--- src/rtl/mdio_mgmt_pkg.sv ---
package mdio_mgmt_pkg;

    typedef enum logic [2:0] {
        FR_IDLE,
        FR_PREAMBLE,
        FR_HEADER,
        FR_TURN,
        FR_DATA
    } frame_state_e;

    typedef enum logic [1:0] {
        OP_NONE,
        OP_WRITE,
        OP_READ,
        OP_SCAN
    } op_kind_e;

    localparam logic [2:0] OFS_MODE   = 3'd0;
    localparam logic [2:0] OFS_CMD    = 3'd1;
    localparam logic [2:0] OFS_ADDR   = 3'd2;
    localparam logic [2:0] OFS_TXDATA = 3'd3;
    localparam logic [2:0] OFS_RXDATA = 3'd4;
    localparam logic [2:0] OFS_STATUS = 3'd5;

endpackage

--- src/rtl/mdio_clkgen.sv ---
module mdio_clkgen #(
    parameter int DIV_W = 8
) (
    input  logic             clk,
    input  logic             rst_n,
    input  logic [DIV_W-1:0] div,
    output logic             mdc,
    output logic             rise_tick,
    output logic             fall_tick
);
    localparam logic [DIV_W-1:0] MIN_DIV = DIV_W'(2);
    localparam logic [DIV_W-1:0] ONE     = DIV_W'(1);

    logic [DIV_W-1:0] cnt_q;
    logic [DIV_W-1:0] eff;
    logic [DIV_W-1:0] half;

    always_comb begin
        eff       = (div < MIN_DIV) ? MIN_DIV : div;
        half      = eff >> 1;
        fall_tick = (cnt_q >= eff - ONE);
        rise_tick = !fall_tick && (cnt_q == half - ONE);
    end

    always_ff @(posedge clk or negedge rst_n) begin
        if (!rst_n) begin
            cnt_q <= '0;
            mdc   <= 1'b0;
        end else begin
            cnt_q <= fall_tick ? '0 : cnt_q + ONE;
            if (fall_tick)
                mdc <= 1'b0;
            else if (rise_tick)
                mdc <= 1'b1;
        end
    end

    // a rising tick is always followed by a falling tick before the next rise
    assert_rise_then_fall_R12: assert property (@(posedge clk) disable iff (!rst_n)
        rise_tick |=> !rise_tick)
        else $error("R12 two rising ticks in a row");

endmodule

--- src/rtl/mdio_frame.sv ---
module mdio_frame
    import mdio_mgmt_pkg::*;
#(
    parameter int PRE_LEN = 32,
    parameter int DATA_W  = 16,
    parameter int ADDR_W  = 5
) (
    input  logic              clk,
    input  logic              rst_n,
    input  logic              rise_tick,
    input  logic              fall_tick,
    input  logic              no_preamble,
    input  logic              req_write,
    input  logic              req_read,
    input  logic              req_scan,
    input  logic [ADDR_W-1:0] phy_addr,
    input  logic [ADDR_W-1:0] reg_addr,
    input  logic [DATA_W-1:0] tx_data,
    input  logic              mdio_i,
    output logic              mdio_o,
    output logic              mdio_oe,
    output logic              active,
    output logic              acc_write,
    output logic              acc_read,
    output logic              cap_valid,
    output logic              cap_scan,
    output logic [DATA_W-1:0] cap_data
);
    localparam int HDR_W   = 4 + 2 * ADDR_W;
    localparam int LEN_A   = (PRE_LEN > DATA_W) ? PRE_LEN : DATA_W;
    localparam int MAX_LEN = (LEN_A > HDR_W) ? LEN_A : HDR_W;
    localparam int CNT_W   = $clog2(MAX_LEN);
    localparam int HIDX_W  = $clog2(HDR_W);
    localparam int DIDX_W  = $clog2(DATA_W);

    frame_state_e      state_q, state_d;
    logic [CNT_W-1:0]  cnt_q, cnt_d;
    op_kind_e          op_q, pick;
    logic [HDR_W-1:0]  hdr_q, hdr_new, hdr_src;
    logic [DATA_W-1:0] txd_q;
    logic [DATA_W-1:0] rx_shift;
    logic              start;
    logic              wr_kind;
    logic              bit_d, oe_d;

    // request selection: write over read over scan
    always_comb begin
        if (req_write)
            pick = OP_WRITE;
        else if (req_read)
            pick = OP_READ;
        else if (req_scan)
            pick = OP_SCAN;
        else
            pick = OP_NONE;
        start     = (state_q == FR_IDLE) && fall_tick && (pick != OP_NONE);
        acc_write = start && (pick == OP_WRITE);
        acc_read  = start && (pick == OP_READ);
        hdr_new   = {2'b01, (pick == OP_WRITE) ? 2'b01 : 2'b10, phy_addr, reg_addr};
        hdr_src   = start ? hdr_new : hdr_q;
        wr_kind   = start ? (pick == OP_WRITE) : (op_q == OP_WRITE);
    end

    // next-state logic, advanced once per falling tick
    always_comb begin
        state_d = state_q;
        cnt_d   = cnt_q;
        if (fall_tick) begin
            unique case (state_q)
                FR_IDLE: begin
                    if (start) begin
                        if (no_preamble) begin
                            state_d = FR_HEADER;
                            cnt_d   = CNT_W'(HDR_W - 1);
                        end else begin
                            state_d = FR_PREAMBLE;
                            cnt_d   = CNT_W'(PRE_LEN - 1);
                        end
                    end
                end
                FR_PREAMBLE: begin
                    if (cnt_q == '0) begin
                        state_d = FR_HEADER;
                        cnt_d   = CNT_W'(HDR_W - 1);
                    end else begin
                        cnt_d = cnt_q - 1'b1;
                    end
                end
                FR_HEADER: begin
                    if (cnt_q == '0) begin
                        state_d = FR_TURN;
                        cnt_d   = CNT_W'(1);
                    end else begin
                        cnt_d = cnt_q - 1'b1;
                    end
                end
                FR_TURN: begin
                    if (cnt_q == '0) begin
                        state_d = FR_DATA;
                        cnt_d   = CNT_W'(DATA_W - 1);
                    end else begin
                        cnt_d = cnt_q - 1'b1;
                    end
                end
                FR_DATA: begin
                    if (cnt_q == '0) begin
                        state_d = FR_IDLE;
                        cnt_d   = '0;
                    end else begin
                        cnt_d = cnt_q - 1'b1;
                    end
                end
            endcase
        end
    end

    // line value for the bit that starts with the next state
    always_comb begin
        bit_d = 1'b0;
        oe_d  = 1'b0;
        unique case (state_d)
            FR_IDLE: begin
                bit_d = 1'b0;
                oe_d  = 1'b0;
            end
            FR_PREAMBLE: begin
                bit_d = 1'b1;
                oe_d  = 1'b1;
            end
            FR_HEADER: begin
                bit_d = hdr_src[cnt_d[HIDX_W-1:0]];
                oe_d  = 1'b1;
            end
            FR_TURN: begin
                bit_d = wr_kind && (cnt_d != '0);
                oe_d  = wr_kind;
            end
            FR_DATA: begin
                bit_d = wr_kind && txd_q[cnt_d[DIDX_W-1:0]];
                oe_d  = wr_kind;
            end
        endcase
    end

    // state register
    always_ff @(posedge clk or negedge rst_n) begin
        if (!rst_n) begin
            state_q <= FR_IDLE;
            cnt_q   <= '0;
        end else begin
            state_q <= state_d;
            cnt_q   <= cnt_d;
        end
    end

    // outputs and frame data
    always_ff @(posedge clk or negedge rst_n) begin
        if (!rst_n) begin
            op_q     <= OP_NONE;
            hdr_q    <= '0;
            txd_q    <= '0;
            rx_shift <= '0;
            mdio_o   <= 1'b0;
            mdio_oe  <= 1'b0;
        end else begin
            if (start) begin
                op_q  <= pick;
                hdr_q <= hdr_new;
                txd_q <= tx_data;
            end
            if (fall_tick) begin
                mdio_o  <= bit_d;
                mdio_oe <= oe_d;
            end
            if (rise_tick && state_q == FR_DATA)
                rx_shift <= {rx_shift[DATA_W-2:0], mdio_i};
        end
    end

    always_comb begin
        active    = (state_q != FR_IDLE);
        cap_valid = rise_tick && (state_q == FR_DATA) && (cnt_q == '0) && (op_q != OP_WRITE);
        cap_scan  = (op_q == OP_SCAN);
        cap_data  = {rx_shift[DATA_W-2:0], mdio_i};
    end

    // line outputs move only on the falling tick
    assert_line_on_fall_R12: assert property (@(posedge clk) disable iff (!rst_n)
        !fall_tick |=> $stable(mdio_o) && $stable(mdio_oe))
        else $error("R12 data line changed away from falling tick");

    // line released through turnaround and data of read frames
    assert_read_release_R10: assert property (@(posedge clk) disable iff (!rst_n)
        ((state_q == FR_TURN || state_q == FR_DATA) && op_q != OP_WRITE) |-> !mdio_oe)
        else $error("R10 line driven during read reply");

    // a read is never taken while a write is requested
    assert_write_first_R11: assert property (@(posedge clk) disable iff (!rst_n)
        acc_read |-> !req_write)
        else $error("R11 read accepted ahead of write");

endmodule

--- src/rtl/mdio_regs.sv ---
module mdio_regs
    import mdio_mgmt_pkg::*;
#(
    parameter int          DIV_W      = 8,
    parameter int          DATA_W     = 16,
    parameter int          ADDR_W     = 5,
    parameter logic [15:0] MODE_RESET = 16'h0064
) (
    input  logic              clk,
    input  logic              rst_n,
    input  logic              host_wr,
    input  logic [2:0]        host_addr,
    input  logic [DATA_W-1:0] host_wdata,
    output logic [DATA_W-1:0] host_rdata,
    output logic [DIV_W-1:0]  div,
    output logic              no_preamble,
    output logic              req_write,
    output logic              req_read,
    output logic              req_scan,
    output logic [ADDR_W-1:0] phy_addr,
    output logic [ADDR_W-1:0] reg_addr,
    output logic [DATA_W-1:0] tx_data,
    input  logic              acc_write,
    input  logic              acc_read,
    input  logic              frame_active,
    input  logic              cap_valid,
    input  logic              cap_scan,
    input  logic [DATA_W-1:0] cap_data
);
    localparam int REG_LSB = 8;
    localparam int MODE_W  = DIV_W + 1;

    logic [MODE_W-1:0] mode_q;
    logic [2:0]        cmd_q;
    logic [ADDR_W-1:0] phy_q, regad_q;
    logic [DATA_W-1:0] tx_q, rx_q;
    logic              stale_q, linkfail_q, busy;
    logic              wr_mode, wr_cmd, wr_addr, wr_tx;

    always_comb begin
        wr_mode = host_wr && (host_addr == OFS_MODE);
        wr_cmd  = host_wr && (host_addr == OFS_CMD);
        wr_addr = host_wr && (host_addr == OFS_ADDR);
        wr_tx   = host_wr && (host_addr == OFS_TXDATA);
        busy    = frame_active || cmd_q[2] || cmd_q[1];
    end

    always_ff @(posedge clk or negedge rst_n) begin
        if (!rst_n) begin
            mode_q     <= MODE_RESET[MODE_W-1:0];
            cmd_q      <= '0;
            phy_q      <= '0;
            regad_q    <= '0;
            tx_q       <= '0;
            rx_q       <= '0;
            stale_q    <= 1'b0;
            linkfail_q <= 1'b0;
        end else begin
            if (wr_mode)
                mode_q <= host_wdata[MODE_W-1:0];
            if (wr_addr) begin
                regad_q <= host_wdata[REG_LSB +: ADDR_W];
                phy_q   <= host_wdata[ADDR_W-1:0];
            end
            if (wr_tx)
                tx_q <= host_wdata;
            if (wr_cmd) begin
                cmd_q <= host_wdata[2:0];
            end else begin
                if (acc_write)
                    cmd_q[2] <= 1'b0;
                if (acc_read)
                    cmd_q[1] <= 1'b0;
            end
            if (cap_valid)
                rx_q <= cap_data;
            if (cap_valid && cap_scan)
                linkfail_q <= !cap_data[2];
            if (wr_cmd && host_wdata[0] && !cmd_q[0])
                stale_q <= 1'b1;
            else if (cap_valid && cap_scan)
                stale_q <= 1'b0;
            else if (!cmd_q[0])
                stale_q <= 1'b0;
        end
    end

    always_comb begin
        host_rdata = '0;
        case (host_addr)
            OFS_MODE:   host_rdata[MODE_W-1:0] = mode_q;
            OFS_CMD:    host_rdata[2:0] = cmd_q;
            OFS_ADDR: begin
                host_rdata[REG_LSB +: ADDR_W] = regad_q;
                host_rdata[ADDR_W-1:0]        = phy_q;
            end
            OFS_TXDATA: host_rdata = tx_q;
            OFS_RXDATA: host_rdata = rx_q;
            OFS_STATUS: host_rdata[2:0] = {stale_q, busy, linkfail_q};
            default:    host_rdata = '0;
        endcase
    end

    always_comb begin
        div         = mode_q[DIV_W-1:0];
        no_preamble = mode_q[DIV_W];
        req_write   = cmd_q[2];
        req_read    = cmd_q[1];
        req_scan    = cmd_q[0];
        phy_addr    = phy_q;
        reg_addr    = regad_q;
        tx_data     = tx_q;
    end

    logic unused_wdata_bits;
    assign unused_wdata_bits = &{1'b0, host_wdata};

    // an accepted write start bit reads zero next cycle
    assert_autoclear_write_R3: assert property (@(posedge clk) disable iff (!rst_n)
        (acc_write && !wr_cmd) |=> !cmd_q[2])
        else $error("R3 write start bit did not clear");

    assert_autoclear_read_R3: assert property (@(posedge clk) disable iff (!rst_n)
        (acc_read && !wr_cmd) |=> !cmd_q[1])
        else $error("R3 read start bit did not clear");

    // scan bit holds without a host write
    assert_scan_hold_R5: assert property (@(posedge clk) disable iff (!rst_n)
        (cmd_q[0] && !wr_cmd) |=> cmd_q[0])
        else $error("R5 scan bit dropped by itself");

    // a captured scan result clears not-yet-valid
    assert_stale_clear_R7: assert property (@(posedge clk) disable iff (!rst_n)
        (cap_valid && cap_scan && !wr_cmd) |=> !stale_q)
        else $error("R7 not-yet-valid stuck after scan result");

    // busy covers every active frame
    assert_busy_cover_R8: assert property (@(posedge clk) disable iff (!rst_n)
        frame_active |-> busy)
        else $error("R8 busy low during frame");

endmodule

--- src/rtl/mdio_mgmt_master.sv ---
module mdio_mgmt_master #(
    parameter int          DIV_W      = 8,
    parameter int          DATA_W     = 16,
    parameter int          ADDR_W     = 5,
    parameter int          PRE_LEN    = 32,
    parameter logic [15:0] MODE_RESET = 16'h0064
) (
    input  logic              clk,
    input  logic              rst_n,
    input  logic              host_wr,
    input  logic [2:0]        host_addr,
    input  logic [DATA_W-1:0] host_wdata,
    output logic [DATA_W-1:0] host_rdata,
    output logic              mdc,
    output logic              mdio_o,
    output logic              mdio_oe,
    input  logic              mdio_i
);
    logic [DIV_W-1:0]  div;
    logic              no_preamble, req_write, req_read, req_scan;
    logic [ADDR_W-1:0] phy_addr, reg_addr;
    logic [DATA_W-1:0] tx_data, cap_data;
    logic              acc_write, acc_read, frame_active;
    logic              cap_valid, cap_scan;
    logic              rise_tick, fall_tick;

    mdio_regs #(
        .DIV_W(DIV_W), .DATA_W(DATA_W), .ADDR_W(ADDR_W), .MODE_RESET(MODE_RESET)
    ) u_regs (
        .clk(clk), .rst_n(rst_n),
        .host_wr(host_wr), .host_addr(host_addr), .host_wdata(host_wdata),
        .host_rdata(host_rdata),
        .div(div), .no_preamble(no_preamble),
        .req_write(req_write), .req_read(req_read), .req_scan(req_scan),
        .phy_addr(phy_addr), .reg_addr(reg_addr), .tx_data(tx_data),
        .acc_write(acc_write), .acc_read(acc_read), .frame_active(frame_active),
        .cap_valid(cap_valid), .cap_scan(cap_scan), .cap_data(cap_data)
    );

    mdio_clkgen #(.DIV_W(DIV_W)) u_clkgen (
        .clk(clk), .rst_n(rst_n), .div(div),
        .mdc(mdc), .rise_tick(rise_tick), .fall_tick(fall_tick)
    );

    mdio_frame #(
        .PRE_LEN(PRE_LEN), .DATA_W(DATA_W), .ADDR_W(ADDR_W)
    ) u_frame (
        .clk(clk), .rst_n(rst_n),
        .rise_tick(rise_tick), .fall_tick(fall_tick),
        .no_preamble(no_preamble),
        .req_write(req_write), .req_read(req_read), .req_scan(req_scan),
        .phy_addr(phy_addr), .reg_addr(reg_addr), .tx_data(tx_data),
        .mdio_i(mdio_i), .mdio_o(mdio_o), .mdio_oe(mdio_oe),
        .active(frame_active), .acc_write(acc_write), .acc_read(acc_read),
        .cap_valid(cap_valid), .cap_scan(cap_scan), .cap_data(cap_data)
    );

endmodule

--- config.mk ---
export PLATFORM = sky130hd
export DESIGN_NAME = mdio_mgmt_master
export DESIGN_NICKNAME = d
export VERILOG_FILES = /design/src/rtl/mdio_mgmt_pkg.sv /design/src/rtl/mdio_clkgen.sv /design/src/rtl/mdio_frame.sv /design/src/rtl/mdio_regs.sv /design/src/rtl/mdio_mgmt_master.sv
export SDC_FILE = /design/constraint.sdc
export NUM_CORES = 1
export LEC_CHECK = 0
export BUFFER_PORTS_ARGS = -buffer_cell sky130_fd_sc_hd__buf_2
export CAP_MARGIN = 20
export CORE_MARGIN = 1.5
export CORE_UTILIZATION = 35
export CTS_CLUSTER_SIZE = 14
export DETAILED_ROUTE_END_ITERATION = 6
export SETUP_SLACK_MARGIN = 0.15
export SLEW_MARGIN = 20
export SYNTH_ARGS = -nofsm -noshare
export SYNTH_HDL_FRONTEND = slang
export SYNTH_HIERARCHICAL = 1
export SYNTH_SLANG_ARGS = --single-unit
export TNS_END_PERCENT = 10
--- constraint.sdc ---
create_clock -name clk -period 6.53 [get_ports clk]
set_clock_uncertainty 0.1 [all_clocks]
set_input_delay 1.306 -clock clk [delete_from_list [all_inputs] [get_ports clk]]
set_output_delay 1.306 -clock clk [all_outputs]
set_load 0.1 [all_outputs]
==> flow_metrics.py <==
metrics = {
    "finish": {
        "fin_nets": 700,
        "syn_to_final_growth_pct": 13.5,
        "n_antenna_cell": 0,
        "final-seq-area_um2": 3060,
        "drive_gt1_share_pct": 26.8,
        "design_area_um2": 7590,
        "final_util_pct": 40.6,
        "fillCellCount": 1808,
        "final_cells": 910,
        "multi_input_area_um2": 3330,
    },
    "place": {
        "place_inst": 879,
        "place_area_um2": 7020,
        "post-dp-hpwl_um": 11800,
        "gp_congestion": 0.877,
        "io_buffers": 41,
    },
    "yosys": {
        "synth-seq-area-share_pct": 45.7,
        "synth_top_area_share_pct": 44.5,
        "synth_edf_count": 0,
        "synth.area.top_cells": "dfrtp_1 45%, mux2_2 11%, nand2_1 5.9%",
        "syn_area_per_cell_um2": 10.5,
        "synth_seq_cells": 122,
        "yosys.area.top_type": "dfrtp_1",
        "syn_area_um2": 6690,
        "syn_nets": 671,
        "synth.distinct_cells": 80,
        "async_reset_ff_share_pct": 100,
        "ys.flop_type": "dfrtp_1",
        "synth_warnings": 6,
        "yosysMostFrequentCell": "dfrtp_1",
        "yosys-top-cells-count": "119 x dfrtp_1, 106 x nand2_1, 64 x mux2_2",
        "netlist_instances": 635,
    },
    "job": {
        "max_cap_violations": 0,
    },
    "hold_path": {
        "hold_end": "u_frame/hdr_q[12]",
        "whs_path_depth": 1,
        "worstHoldPathType": "flop to flop",
        "worstHoldStart": "u_frame/hdr_q[12]",
    },
    "route": {
        "viasPerCell": 5.49,
        "drt_wl_total_um": 16600,
        "first_pass_iters": 5,
        "drt_iter0_markers": 354,
        "drc": 0,
        "drtAntennaViolNets": 0,
        "detail_route.wl_per_cell_um": 18.2,
        "vias": 4998,
    },
    "floorplanning": {
        "initial_core_util_pct": 35.8,
        "fp.dieH_um": 141,
        "core_um2": 18700,
        "die-area_um2": 20000,
        "fp-row-count": 50,
        "io_pins": 42,
        "die_x_um": 141,
    },
    "grt": {
        "grt-ovfl-total": 0,
        "grt_max_degree": 66,
        "antenna_found_initial": 0,
        "grt_pass1_vias": 5217,
        "gr-usage-all-layers_pct": 17.6,
        "grt_pass1_wl_um": 27500,
    },
    "power_and_ir_drop": {
        "leakagePower_nw": 3.60,
        "vdd_drop_max_uv": 209,
        "p_per_area_nw_per_um2": 417,
    },
    "worst_setup_path": {
        "critPathCaptureType": "flop",
        "r2r_setup_slack_ns": 0.78,
        "cp_max_fo": 15,
        "cp-start-kind": "flop",
        "cp.required_ns": 6.71,
        "reg2regPathDepth": 20,
        "worstSetupPathType": "flop to flop",
        "reg2reg_to": "u_frame/mdio_o",
        "r2r-start": "u_regs/mode_q[3]",
        "arrival_ns": 5.94,
    },
    "timing": {
        "period_minus_slack_ns": 5.75,
        "finalHoldViolCount": 0,
        "fin_crit_sh_pct": 88.1,
        "finalSetupTns_ns": 0,
        "slew_violations": 0,
        "relSlewSlack_pct": 42.6,
        "tightest_slew_ns": 0.857,
        "setup_viol": 0,
        "rsz0062_at_grt": "false",
        "whs_ns": 0.373,
        "fmax_mhz": 174,
    },
    "clock_network": {
        "cts_setup_buffers": 0,
        "cts_made_buffers": 17,
        "clockBufferDepth": 2,
        "cts_tree": "built",
        "cts-root-buf": "clkbuf_16",
        "htreeDepth": 4,
        "cts.sinks": 122,
        "cts.clk_slew.worst_paths_ns": 0.06,
        "postCtsHoldBufs": 0,
        "clock_latency_ns": 0.41,
        "post_cts_resized": 0,
    },
    "status": {
        "status": "finished clean",
    },
}
## per-stage QoR
step	power (mW)	setup slack (ns)
2_1_floorplan	2.03	1.05
3_3_place_gp	2.26	0.740
3_5_place_dp	2.28	0.542
4_1_cts	3.18	0.523
5_1_grt	3.37	0.205
6_report	3.17	0.776
## power breakdown
part / internal, mW / switching [mW] / total (mW) / leakage [nW]
Clock: 0.553 / 0.336 / 0.889 / 0.273
Sequential: 0.944 / 0.217 / 1.16 / 1.56
Combinational: 0.437 / 0.678 / 1.12 / 1.77
Total: 1.93 / 1.23 / 3.17 / 3.60
## logic make-up (layout without fill, tap and decap cells)
family	Yosys count	in the layout	share of synthesized area, %
adder cells (fa/ha/maj)	13	13	2.43
AO/OA/AOI/OAI	101	101	11.1
XOR/XNOR	17	17	2.23
flip-flops	122	122	45.7
AND/OR/NAND/NOR	227	227	16.9
multiplexers	96	96	17.0
buffers and inverters	59	100	4.69
## sequential cells by signal, indices dropped and copies added (netlist names)
register,count
u_frame/txd_q,16
u_frame/mdio_oe,1
u_regs/cmd_q,3
u_regs/stale_q,1
u_regs/mode_q,9
u_regs/rx_q,16
u_clkgen/mdc,1
u_frame/rx_shift,15
u_frame/op_q,2
u_frame/hdr_q,14
u_frame/mdio_o,1
u_regs/phy_addr,5
u_frame/cnt_q,5
u_regs/linkfail_q,1
u_frame/state_q,3
u_regs/tx_data,16
u_clkgen/cnt_q,8
u_regs/reg_addr,5
## worst max-delay path by stage
stage / from / to / slack (ns) / cells after the start
2_1_floorplan: host_addr[0] / host_rdata[10] / 1.05 / 5
3_3_place_gp: u_regs/mode_q[3] / u_frame/mdio_o / 0.74 / 20
3_5_place_dp: u_regs/mode_q[3] / u_frame/mdio_o / 0.54 / 21
4_1_cts: u_regs/mode_q[3] / u_frame/mdio_o / 0.52 / 21
5_1_grt: u_regs/mode_q[3] / u_frame/mdio_o / 0.20 / 20
6_report: u_regs/mode_q[3] / u_frame/mdio_o / 0.78 / 20
## final cells by class
class                      instances  area share (%)
sequential                       122            40.3
clock buffer                      22            6.25
tap                              234            3.86
multi-input combinational        454            43.9
clock inverter                     9            1.19
timing repair buffer              49            3.53
inverter                          20            1.02
## cell usage in the layout (no fill, tap or decap), types with 4 or more instances in the layout
cell / Yosys / routed
dfrtp_1: 119 / 119
nand2_1: 106 / 106
mux2_2: 64 / 64
buf_2: 11 / 40
nor2_1: 35 / 34
o21ai_0: 28 / 28
inv_1: 19 / 19
mux2i_1: 19 / 19
clkbuf_16: 0 / 17
nand3_1: 15 / 15
ha_1: 13 / 13
a21oi_1: 12 / 12
xnor2_1: 11 / 11
mux2_4: 10 / 10
buf_4: 4 / 9
nor3_1: 11 / 9
nor2b_1: 8 / 8
and3_1: 7 / 7
xor2_1: 6 / 6
a22oi_1: 6 / 6
and2_1: 6 / 6
nor4_1: 4 / 4
a211oi_1: 4 / 4
a21o_1: 4 / 4
nand2b_1: 4 / 4
a32o_1: 4 / 4
## layer usage
metal | wire length, µm | up-vias | GRT usage (%)
li1 | - | 2329 | -
met1 | 7770 | 2520 | 23.6
met2 | 7780 | 116 | 28.0
met3 | 568 | 33 | 3.44
met4 | 455 | 0 | 7.29
met5 | 0 | - | 0
## critical path: stages, from the launching register on
cell      delay [ns]
dfrtp_1         0.60
nor4_1          0.19
a21oi_1         0.39
ha_1            0.35
or4b_4          0.51
nor2_1          0.14
nand2_1         0.08
xor2_1          0.16
ha_1            0.31
a211oi_1        0.07
o21ai_0         0.07
a21oi_1         0.08
nor2_2          0.50
inv_1           0.13
nor4_1          0.34
o22ai_2         0.19
inv_4           0.23
mux4_1          0.60
a311o_1         0.38
nor3_2          0.12
o32ai_2         0.09
(Power assumes the default switching activity.)
